===== src/rtl/i2cm_pkg.sv =====
package i2cm_pkg;
  typedef enum logic [2:0] {
    ST_IDLE, ST_DEVSEL, ST_ADDR_HI, ST_ADDR_LO, ST_WDATA, ST_RDATA
  } state_e;

  localparam logic [3:0] TYPE_MAIN = 4'b1010;
  localparam logic [3:0] TYPE_AUX  = 4'b1011;
endpackage


===== src/rtl/i2cm_sync.sv =====
module i2cm_sync #(
  parameter int W      = 2,
  parameter int STAGES = 2
) (
  input  logic         clk_i,
  input  logic         rst_ni,
  input  logic [W-1:0] async_i,
  output logic [W-1:0] sync_o,
  output logic [W-1:0] prev_o
);
  logic [STAGES:0][W-1:0] pipe_q;

  // Bus idles high, so reset to ones.
  always_ff @(posedge clk_i or negedge rst_ni) begin
    if (!rst_ni) pipe_q <= '1;
    else         pipe_q <= {pipe_q[STAGES-1:0], async_i};
  end

  assign sync_o = pipe_q[STAGES-1];
  assign prev_o = pipe_q[STAGES];
endmodule


===== src/rtl/i2cm_cond.sv =====
module i2cm_cond (
  input  logic scl_i,
  input  logic scl_prev_i,
  input  logic sda_i,
  input  logic sda_prev_i,
  output logic scl_rise_o,
  output logic scl_fall_o,
  output logic start_o,
  output logic stop_o
);
  logic scl_held;
  assign scl_held   = scl_i & scl_prev_i;
  assign scl_rise_o = scl_i & ~scl_prev_i;
  assign scl_fall_o = ~scl_i & scl_prev_i;
  assign start_o    = scl_held & sda_prev_i & ~sda_i;
  assign stop_o     = scl_held & ~sda_prev_i & sda_i;
endmodule


===== src/rtl/i2cm_target.sv =====
module i2cm_target
  import i2cm_pkg::*;
#(
  parameter int ADDR_W      = 15,
  parameter int SYNC_STAGES = 2
) (
  input  logic              clk_i,
  input  logic              rst_ni,
  input  logic              scl_i,
  input  logic              sda_i,
  input  logic [2:0]        chip_en_i,
  input  logic              wr_inhibit_i,
  input  logic              wr_busy_i,
  input  logic [7:0]        rd_data_i,
  output logic              sda_oe_o,
  output logic [ADDR_W-1:0] mem_addr_o,
  output logic              aux_o,
  output logic              wr_strobe_o,
  output logic [7:0]        wr_data_o,
  output logic [ADDR_W-1:0] wr_addr_o,
  output logic              commit_o,
  output logic              stop_o
);
  localparam int BYTE_W = 8;
  localparam int CNT_W  = $clog2(BYTE_W + 1);
  localparam int HI_W   = ADDR_W - BYTE_W;
  localparam logic [CNT_W-1:0] LAST = CNT_W'(BYTE_W);

  logic scl_s, sda_s, scl_p, sda_p;
  logic scl_rise, scl_fall, start_det, stop_det;

  i2cm_sync #(.W(2), .STAGES(SYNC_STAGES)) u_sync (
    .clk_i  (clk_i),
    .rst_ni (rst_ni),
    .async_i({scl_i, sda_i}),
    .sync_o ({scl_s, sda_s}),
    .prev_o ({scl_p, sda_p})
  );

  i2cm_cond u_cond (
    .scl_i     (scl_s),
    .scl_prev_i(scl_p),
    .sda_i     (sda_s),
    .sda_prev_i(sda_p),
    .scl_rise_o(scl_rise),
    .scl_fall_o(scl_fall),
    .start_o   (start_det),
    .stop_o    (stop_det)
  );

  state_e            state_q, nxt_q;
  logic [CNT_W-1:0]  cnt_q;
  logic              in_ack_q, oe_q, mack_q, wr_any_q, aux_q;
  logic [7:0]        sh_q;
  logic [6:0]        tx_q;
  logic [HI_W-1:0]   hi_q;
  logic [ADDR_W-1:0] addr_q, waddr_q;
  logic [7:0]        wdata_q;
  logic              strobe_q, commit_q, stop_q;
  logic              sel_ok;

  assign sel_ok = ((sh_q[7:4] == TYPE_MAIN) || (sh_q[7:4] == TYPE_AUX)) &&
                  (sh_q[3:1] == chip_en_i);

  always_ff @(posedge clk_i or negedge rst_ni) begin
    if (!rst_ni) begin
      state_q  <= ST_IDLE;
      nxt_q    <= ST_IDLE;
      cnt_q    <= '0;
      in_ack_q <= 1'b0;
      oe_q     <= 1'b0;
      mack_q   <= 1'b0;
      wr_any_q <= 1'b0;
      aux_q    <= 1'b0;
      sh_q     <= '0;
      tx_q     <= '0;
      hi_q     <= '0;
      addr_q   <= '0;
      waddr_q  <= '0;
      wdata_q  <= '0;
      strobe_q <= 1'b0;
      commit_q <= 1'b0;
      stop_q   <= 1'b0;
    end else begin
      strobe_q <= 1'b0;
      commit_q <= 1'b0;
      stop_q   <= 1'b0;
      if (wr_busy_i) begin
        state_q  <= ST_IDLE;
        oe_q     <= 1'b0;
        in_ack_q <= 1'b0;
      end else if (start_det) begin
        state_q  <= ST_DEVSEL;
        cnt_q    <= '0;
        in_ack_q <= 1'b0;
        oe_q     <= 1'b0;
        wr_any_q <= 1'b0;
      end else if (stop_det) begin
        stop_q   <= 1'b0 == 1'b0;
        // STOP in the slot right after a data ack: first bit sampled, no more.
        commit_q <= (state_q == ST_WDATA) && (cnt_q == CNT_W'(1)) &&
                    !in_ack_q && wr_any_q;
        state_q  <= ST_IDLE;
        oe_q     <= 1'b0;
        in_ack_q <= 1'b0;
      end else if (state_q == ST_RDATA) begin
        if (scl_rise) begin
          if (in_ack_q) mack_q <= ~sda_s;
          else          cnt_q  <= cnt_q + 1'b1;
        end else if (scl_fall) begin
          if (in_ack_q) begin
            in_ack_q <= 1'b0;
            if (mack_q) begin
              tx_q  <= rd_data_i[6:0];
              oe_q  <= ~rd_data_i[7];
              cnt_q <= '0;
            end else begin
              state_q <= ST_IDLE;
              oe_q    <= 1'b0;
            end
          end else if (cnt_q == LAST) begin
            in_ack_q <= 1'b1;
            oe_q     <= 1'b0;
            addr_q   <= addr_q + 1'b1;
          end else begin
            tx_q <= {tx_q[5:0], 1'b0};
            oe_q <= ~tx_q[6];
          end
        end
      end else if (state_q != ST_IDLE) begin
        if (scl_rise && (cnt_q < LAST)) begin
          sh_q  <= {sh_q[6:0], sda_s};
          cnt_q <= cnt_q + 1'b1;
        end else if (scl_fall && in_ack_q) begin
          in_ack_q <= 1'b0;
          cnt_q    <= '0;
          state_q  <= nxt_q;
          if (nxt_q == ST_RDATA) begin
            tx_q <= rd_data_i[6:0];
            oe_q <= ~rd_data_i[7];
          end else begin
            oe_q <= 1'b0;
          end
        end else if (scl_fall && (cnt_q == LAST)) begin
          unique case (state_q)
            ST_DEVSEL: begin
              if (sel_ok) begin
                in_ack_q <= 1'b1;
                oe_q     <= 1'b1;
                aux_q    <= sh_q[4];
                nxt_q    <= sh_q[0] ? ST_RDATA : ST_ADDR_HI;
              end else begin
                state_q <= ST_IDLE;
              end
            end
            ST_ADDR_HI: begin
              in_ack_q <= 1'b1;
              oe_q     <= 1'b1;
              hi_q     <= sh_q[HI_W-1:0];
              nxt_q    <= ST_ADDR_LO;
            end
            ST_ADDR_LO: begin
              in_ack_q <= 1'b1;
              oe_q     <= 1'b1;
              addr_q   <= {hi_q, sh_q};
              nxt_q    <= ST_WDATA;
            end
            ST_WDATA: begin
              in_ack_q <= 1'b1;
              nxt_q    <= ST_WDATA;
              if (!wr_inhibit_i) begin
                oe_q     <= 1'b1;
                strobe_q <= 1'b1;
                wdata_q  <= sh_q;
                waddr_q  <= addr_q;
                addr_q   <= addr_q + 1'b1;
                wr_any_q <= 1'b1;
              end
            end
            default: state_q <= ST_IDLE;
          endcase
        end
      end
    end
  end

  assign sda_oe_o    = oe_q;
  assign mem_addr_o  = addr_q;
  assign aux_o       = aux_q;
  assign wr_strobe_o = strobe_q;
  assign wr_data_o   = wdata_q;
  assign wr_addr_o   = waddr_q;
  assign commit_o    = commit_q;
  assign stop_o      = stop_q;
endmodule


===== config.mk =====
export PLATFORM = sky130hd
export DESIGN_NAME = i2cm_target
export DESIGN_NICKNAME = d
export VERILOG_FILES = /design/src/rtl/i2cm_pkg.sv /design/src/rtl/i2cm_sync.sv /design/src/rtl/i2cm_cond.sv /design/src/rtl/i2cm_target.sv
export SDC_FILE = /design/constraint.sdc
export NUM_CORES = 1
export LEC_CHECK = 0
export ABC_AREA = 1
export CAP_MARGIN = 20
export CORE_ASPECT_RATIO = 0.9
export CORE_MARGIN = 2
export CORE_UTILIZATION = 60
export CTS_CLUSTER_DIAMETER = 50
export DETAILED_ROUTE_END_ITERATION = 10
export PLACE_DENSITY = 0.86
export SYNTH_ARGS = -nofsm -noshare
export SYNTH_HDL_FRONTEND = slang
export SYNTH_HIERARCHICAL = 1
export SYNTH_SLANG_ARGS = --single-unit

===== constraint.sdc =====
create_clock -name clk_i -period 4.9 [get_ports clk_i]
set_input_delay 0.98 -clock clk_i [delete_from_list [all_inputs] [get_ports clk_i]]
set_output_delay 0.98 -clock clk_i [all_outputs]
set_load 0.03 [all_outputs]

# Word level (Yosys, flattened, before mapping)
# Index checks and enable logic that the tools add are counted.
# Widths: inputs -> output; s select.
[totals]
register_bits = 84
input_bits = 17
output_inout_bits = 43
[op_classes]
addsub = 2
n_lt_le_gt_ge = 1
n_eq_ne = 39
mux = 103
n_bitwise = 20
n_reduce_logical = 41
[op_table]
columns = ["cell", "n"]
rows = [
  ["$mux 15", 10],
  ["$mux 7", 10],
  ["$mux 1", 52],
  ["$mux 3", 15],
  ["$mux 4", 11],
  ["$pmux 15 s2", 1],
  ["$reduce_and 10->1", 3],
  ["$reduce_and 9->1", 3],
  ["$ne 5x5->1 const B", 5],
  ["$ne 2x2->1 const B", 10],
  ["$ne 4x4->1 const B", 4],
  ["$reduce_and 8->1", 2],
  ["$add 15x1->15 const B", 1],
  ["$ne 7x7->1 const B", 2],
  ["$reduce_bool 2->1", 7],
  ["$not 1->1", 13],
  ["$reduce_and 13->1", 1],
  ["$eq 4x4->1 const B", 3],
  ["$reduce_and 6->1", 2],
  ["$reduce_bool 3->1", 4],
  ["$reduce_and 11->1", 1],
  ["$eq 3x3->1 const B", 3],
  ["$pmux 3 s3", 1],
  ["$reduce_bool 8->1", 1],
  ["other kinds (25)", 41],
]

# Depth between registers and ports, before layout
# Gate-level depths: netlist (run 1).
[depth]
ltp_word = 13
mapped_depth = 13
ltp_nobuf = 12

# Modules after synthesis
# Netlist (run 1), hierarchy kept.
[by_module_without_submodules]
columns = ["mod", "n_inst", "cells_per_inst", "area_per_inst_um2"]
rows = [
  ["i2cm_target", 1, 613, 4470.5],
  ["i2cm_sync", 1, 10, 187.7],
  ["i2cm_cond", 1, 11, 41.3],
]

# Worst setup path before layout (run 1)
# Ideal clock, no wire load.
[synth_path]
kind = "input to register"
startpoint = "in wr_busy_i"
endpoint = "reg hi_q[6]"
setup_time_ns = 0.121
arrival_time_ns = 1.859
required_time_ns = 4.779
path_slack_ns = 2.920
path_stages = 7
path_cell_list = "nor2_1 -> nand2_1 -> nor3_1 -> nand2_1 -> buf_2 -> nand2_1 -> o21ai_1"
[synth_between]
elab_chain_len = 2
[synth_lines]
columns = ["element", "line", "source"]
rows = [
  ["start: declaration", "i2cm_target.sv:13", "input logic wr_busy_i,"],
  ["$not 1->1 (no line)", "-", ""],
  ["$reduce_and 9->1 (no line)", "-", ""],
  ["end signal: assignment", "i2cm_target.sv:159", "hi_q <= sh_q[HI_W-1:0];"],
  ["end: declaration", "i2cm_target.sv:56", "logic [HI_W-1:0] hi_q;"],
]
# No other way between the ends.
# A chain may end at the register's enable or synchronous reset.

# Final worst setup path (run 1)
[layout_path]
startpoint = "reg u_sync.pipe_q, in the netlist u_sync/prev_o[1]"
endpoint = "reg waddr_q[12], in the netlist wr_addr_o[12]"
[layout_lines]
columns = ["element", "line", "source"]
rows = [
  ["start: declaration", "i2cm_sync.sv:11", "logic [STAGES:0][W-1:0] pipe_q;"],
  ["start signal: assignment", "i2cm_sync.sv:16", "else pipe_q <= {pipe_q[STAGES-1:0], async_i};"],
  ["$and 1x1->1 *", "i2cm_cond.sv:14", "assign scl_fall_o = ~scl_i & scl_prev_i;"],
  ["net scl_fall", "i2cm_target.sv:30", "logic scl_rise, scl_fall, start_det, stop_det;"],
  ["$logic_and 1x1->1", "i2cm_target.sv:134", "end else if (scl_fall && in_ack_q) begin"],
  ["$not 1->1 (no line)", "-", ""],
  ["$reduce_and 10->1 (no line) *", "-", ""],
  ["end signal: assignment", "i2cm_target.sv:175", "waddr_q <= addr_q;"],
  ["end: declaration", "i2cm_target.sv:57", "logic [ADDR_W-1:0] addr_q, waddr_q;"],
]
# The timed path passes the listed nets; every way through them passes the cells marked *.

==> out/qor.yml, run 1 <==
cp.required_ns: 5.15
cp-start-kind: "flop"
hp-start: "u_sync/pipe_q[1]$_DFF_PN1_"
tns_ns: 0
grt.busiest_layer: "met2"
syn_inst: 634
drtPass1Iterations: 7
grt_pass1_vias: 4063
grt_pass1_wl_mm: 19.3
drive_gt1_frac: 0.0837
dieArea_um2: 8560
wl_per_cell_um: 14.6
fillers: 626
leakage_nw: 2.67
slew_headroom: 0.562
io_buffers: 59
worst_skew_pair.late_latency_ns: 0.36
dp.cells: 773
syn_area_um2: 4700
crit_fanout: 24
antenna_cells: 0
core_um2: 7580
cap_violations: 0
synth-seq-area-share: 0.449
hold_path_class: "flop to flop"
grt_use_met1: 0.396
tightest_slew_ns: 0.657
antenna_left: 0
cts_buffer_depth: 2
track_usage: 0.280
grt_max_degree: 50
slew_violations: 0
first_iter_violations: 386
cts_sinks: 84
synth.avg_cell_area_um2: 7.41
critPathSlowestCell: "dfstp_2"
synth_warnings: 6
postCtsHoldBufs: 0
outcome: "complete, no violations"
worstRegToRegCells: 8
cts_tree: "built"
nets: 709
path_class: "flop to flop"
initial_core_util: 0.620
area_growth_pct: 16.9
cpMostUsedCell: "nand2_1"
r2r-end: "wr_addr_o[12]$_DFFE_PN0P_"
crit_chain: "inv_1 > nor2_1 > nand4_2 > nor2_2 > buf_4 > nand3_2 > nand2_1 > nand2_1"
setup_viol: 0
synth_edf_count: 0
dieHeight_um: 88.0
synthArstFlopShare: 1.00
cp.arrival_ns: 2.83
clock-root-buffer: "clkbuf_8"
timing.final.crit_period_ns: 2.58
worstSetupStartpoint: "u_sync/prev_o[1]$_DFF_PN1_"
cts_buffers: 9
drc: 0
worstReg2RegStart: "u_sync/prev_o[1]$_DFF_PN1_"
synthTopCellsByCount: "nand2_1, dfrtp_1, inv_1, nand3_1, nor2_1"
powerDensity_nw_per_um2: 245
synth_most_common_cell: "nand2_1"
max_freq_mhz: 387
dp_hpwl_mm: 8.50
ff2ff_setup_slack_ns: 2.32
synth_top_area_cell: "dfrtp_1"
min_path_cells: 0
peakVddDrop_mv: 0.220
fin_cells: 789
synth-seq-cells: 84
globalplace.congestion: 1.02
finalHoldViolations: 0
synth_ff_type: "dfrtp_1"
hold_path_end: "u_sync/sync_o[1]$_DFF_PN1_"
grt_overflow: 0
drt-vias-per-instance: 5.62
synth.distinct_cells: 38
cp_slowest_stage_delay_ns: 0.55
clock_skew_ns: 0.0125
use_met2: 0.455
ys_top_cells_by_area: "dfrtp_1, nand2_1, inv_1"
clk_pin_slew_ns: 0.09
cp-end-kind: "flop"
syn_nets: 655
post_cts_buffers: 0
rsz0062_at_grt: "false"
antenna_found_initial: 0
routed_wl_mm: 11.5
yosysTopAreaCellShare: 0.415
rows: 30
timing.final.crit_share: 0.527
p_total_mw: 1.35
cts_resized: 0
grt_use_met3: 0.0543
num_io_pins: 60
htreeDepth: 3
die_x_um: 97.3
vias: 4437
## routing by layer
| layer | vias up | part of all wire | routed length, um |
|---|---|---|---|
| met5 | - | 0 | 0 |
| met4 | 0 | 0.013 | 144 |
| met3 | 14 | 0.068 | 779 |
| met2 | 173 | 0.46 | 5260 |
| met1 | 2078 | 0.46 | 5310 |
| li1 | 2172 | - | - |
## area by class of cell
| class | count | area [um^2] | area share |
|---|---|---|---|
| clock buffer | 10 | 138 | 0.0251 |
| clock inverter | 6 | 47.5 | 0.00866 |
| inverter | 70 | 265 | 0.0483 |
| multi-input combinational | 460 | 2190 | 0.400 |
| sequential | 84 | 2110 | 0.384 |
| tap | 96 | 120 | 0.0219 |
| timing repair buffer | 63 | 618 | 0.113 |
## how the worst max path moves through the flow
stage,to,depth (start not counted)
final,wr_addr_o[12]$_DFFE_PN0P_,8
after global routing,hi_q[5]$_DFFE_PN0P_,7
after CTS,mem_addr_o[5],1
after detailed placement,wr_data_o[1]$_DFFE_PN0P_,6
after global placement,wr_addr_o[12]$_DFFE_PN0P_,6
after floorplan,hi_q[6]$_DFFE_PN0P_,7
## through the flow
stage	utilization	worst slack [ns]	cell area, um^2	hold slack, ns
2_1_floorplan	-	2.92	4700	0.345
3_3_place_gp	0.700	2.03	5310	0.346
3_5_place_dp	0.700	2.01	5310	0.351
4_1_cts	0.724	2.31	5490	0.356
5_1_grt	0.724	2.17	5490	0.362
6_report	0.724	2.32	5490	0.358
## critical path: cells and delay by family, from the launching register on
family                 cells  cell delay [ns]
buffers and inverters      2             0.33
DFF                        1             0.55
and+or+nand+nor            6             1.55
## cells in the final DEF (no fill, tap or decap), types with 8 or more instances in the layout
cell type / instances
o21ai_1: 19
nor3_1: 10
dfrtp_1: 78
inv_1: 66
clkdlybuf4s50_1: 58
nand4_1: 36
nand3_1: 48
nand2_1: 218
o21ai_0: 31
nor2_1: 42
clkbuf_8: 10
or2_2: 8
## state kept, by name, summed over array words and instances (netlist names)
| signal | count |
|---|---|
| aux_o | 1 |
| u_sync/prev_o | 2 |
| u_sync/sync_o | 2 |
| wr_addr_o | 15 |
| wr_data_o | 8 |
| u_sync/pipe_q | 2 |
| sh_q | 8 |
| wr_any_q | 1 |
| hi_q | 7 |
| wr_strobe_o | 1 |
| sda_oe_o | 1 |
| nxt_q | 3 |
| stop_o | 1 |
| in_ack_q | 1 |
| state_q | 3 |
| mack_q | 1 |
| mem_addr_o | 15 |
| cnt_q | 4 |
| tx_q | 7 |
| commit_o | 1 |
## logic make-up after synthesis
kind of cell,count (synthesis),synth area share
AO/OA/AOI/OAI,64,0.0714
XOR/XNOR,2,0.00373
adder cells (fa/ha/maj),4,0.0107
buffers and inverters,90,0.0841
flip-flops,84,0.449
AND/OR/NAND/NOR,390,0.381
## power by group
| part | internal (mW) | leakage, nW | total, mW | switching [mW] |
|---|---|---|---|---|
| clock network | 0.204 | 0.0985 | 0.477 | 0.273 |
| registers | 0.710 | 1.14 | 0.730 | 0.0201 |
| logic | 0.0489 | 1.43 | 0.140 | 0.0913 |
Power figures use the tool's default switching activity.
==> run 2, diff against run 1 <==
Settings changed: CORE_UTILIZATION 60 to 56, PLACE_DENSITY 0.86 to 0.81.
Clock period 4.9 ns to 2.7 ns, I/O delays scaled along.
==> run 2 against run 1 <==
Utilization down 3.7 points. Worst hold slack worse by 0.22 ns. Final cell count up 0.63%. Sequential share of layout area down 0.58 points. Critical path type unchanged. Highest routed layer unchanged.
==> out/qor.yml, run 2 (synthesis results as in run 1) <==
cts_tree: "built"
antenna_cells: 0
finalHoldViolations: 0
path_class: "flop to flop"
grt_overflow: 0
cp.required_ns: 2.96
antenna_left: 0
grt_pass1_wl_mm: 20.2
p_int_mw: 1.99
postCtsHoldBufs: 0
rows: 31
final_common_cell: "nand2_1"
area_growth_pct: 18.7
grt.busiest_layer: "met1"
clock-root-buffer: "clkbuf_8"
antenna_found_initial: 0
wl_per_cell_um: 15.0
initial_core_util: 0.580
timing.final.crit_share: 0.857
slew_headroom: 0.557
rsz0062_at_grt: "false"
nets: 712
p_switching_mw: 0.662
cp.arrival_ns: 2.58
hold_path_class: "primary input to asynchronous set/reset pin"
dp.cells: 779
p_total_mw: 2.66
p_seq_frac: 0.498
grt_pass1_vias: 4113
tightest_slew_ns: 0.664
final_core_util: 0.688
pwr-share-clk: 0.402
drt-vias-per-instance: 5.60
cap_violations: 0
dieHeight_um: 90.9
dp_hpwl_mm: 8.69
clk_pin_slew_ns: 0.08
cts_sinks: 84
grt_use_met1: 0.424
cts_buffer_depth: 2
use_met2: 0.415
die_x_um: 101
drive_gt1_frac: 0.0835
fillers: 714
drc: 0
slew_violations: 0
worst_skew_pair.late_latency_ns: 0.36
swShare: 0.249
setup_viol: 0
max_freq_mhz: 432
io_buffers: 59
timing.final.crit_period_ns: 2.31
dieArea_um2: 9140
post_cts_buffers: 0
tns_ns: 0
core_um2: 8110
crit_fanout: 16
htreeDepth: 3
vias: 4446
final_cell_mix: "nand2_1, dfrtp_1, inv_1"
globalplace.congestion: 0.981
grt_max_degree: 40
fin_cells: 794
cts_resized: 0
cts_buffers: 9
cp-end-kind: "flop"
track_usage: 0.279
peakVddDrop_mv: 0.359
clock_skew_ns: 0.0121
pwr-share-comb: 0.099
routed_wl_mm: 11.9
cp-start-kind: "flop"
num_io_pins: 60
grt_use_met3: 0.0472
drtPass1Iterations: 5
leakage_nw: 2.70
powerDensity_nw_per_um2: 476
outcome: "complete, no violations"
first_iter_violations: 305
run 2: cell count changes in the layout (fill, tap and decap cells not counted):
cell | before | now
inv_8 | 1 | 0
clkinv_4 | 2 | 1
inv_6 | 1 | 0
buf_12 | 0 | 1
buf_4 | 5 | 7
bufinv_16 | 0 | 3
clkinv_2 | 2 | 0
clkbuf_1 | 0 | 2
clkbuf_8 | 10 | 9
run 2: critical path: stages (launching register included):
cell     delay, ns
dfstp_2       0.56
inv_1         0.04
nor2_1        0.29
inv_1         0.15
nor2_2        0.24
nand2_1       0.14
nor2_1        0.18
nand2_1       0.30
o21ai_0       0.31
run 2: per-stage QoR:
| step | cell area (um^2) | setup slack, ns | hold WS [ns] |
|---|---|---|---|
| 3_3_place_gp | 5350 | 0.391 | 0.346 |
| 3_5_place_dp | 5350 | 0.287 | 0.350 |
| 5_1_grt | 5580 | 0.141 | 0.184 |
| 4_1_cts | 5580 | 0.424 | 0.156 |
| 2_1_floorplan | 4700 | 0.750 | 0.244 |
| 6_report | 5580 | 0.386 | 0.141 |
run 2: metal layers:
layer / wire length (um) / part of all wire
met5: 0 / 0
met4: 142 / 0.012
met3: 716 / 0.060
met2: 5340 / 0.45
met1: 5680 / 0.48
run 2: layout make-up:
| cell class | instances | area, um^2 | area share |
|---|---|---|---|
| clock buffers | 11 | 131 | 0.0236 |
| clock inverters | 4 | 98.8 | 0.0177 |
| inverters | 70 | 265 | 0.0476 |
| multi-input cells | 460 | 2190 | 0.394 |
| flip-flops and latches | 84 | 2110 | 0.378 |
| well taps | 99 | 124 | 0.0222 |
| repair buffers | 66 | 653 | 0.117 |
run 2: final timing paths:
check	startpoint	end	slack (ns)	cells after the start
min reg2reg	u_sync/pipe_q[1]$_DFF_PN1_	u_sync/sync_o[1]$_DFF_PN1_	0.36	0
max in group asynchronous	rst_ni	wr_addr_o[14]$_DFFE_PN0P_	1.95	2
max reg2reg	u_sync/sync_o[1]$_DFF_PN1_	sh_q[2]$_DFFE_PN0P_	0.39	8
max	u_sync/sync_o[1]$_DFF_PN1_	sh_q[2]$_DFFE_PN0P_	0.39	8
min in group clk_i	u_sync/pipe_q[1]$_DFF_PN1_	u_sync/sync_o[1]$_DFF_PN1_	0.36	0
min	rst_ni	cnt_q[0]$_DFFE_PN0P_	0.14	1
run 2: power by group through the flow:
stage	logic, mW	registers, mW	clock network, mW
global route	0.296	1.33	1.13
finish	0.263	1.32	1.07
floorplan	0.163	1.34	0
detailed placement	0.262	1.35	0
global placement	0.257	1.35	0
CTS	0.263	1.32	1.08
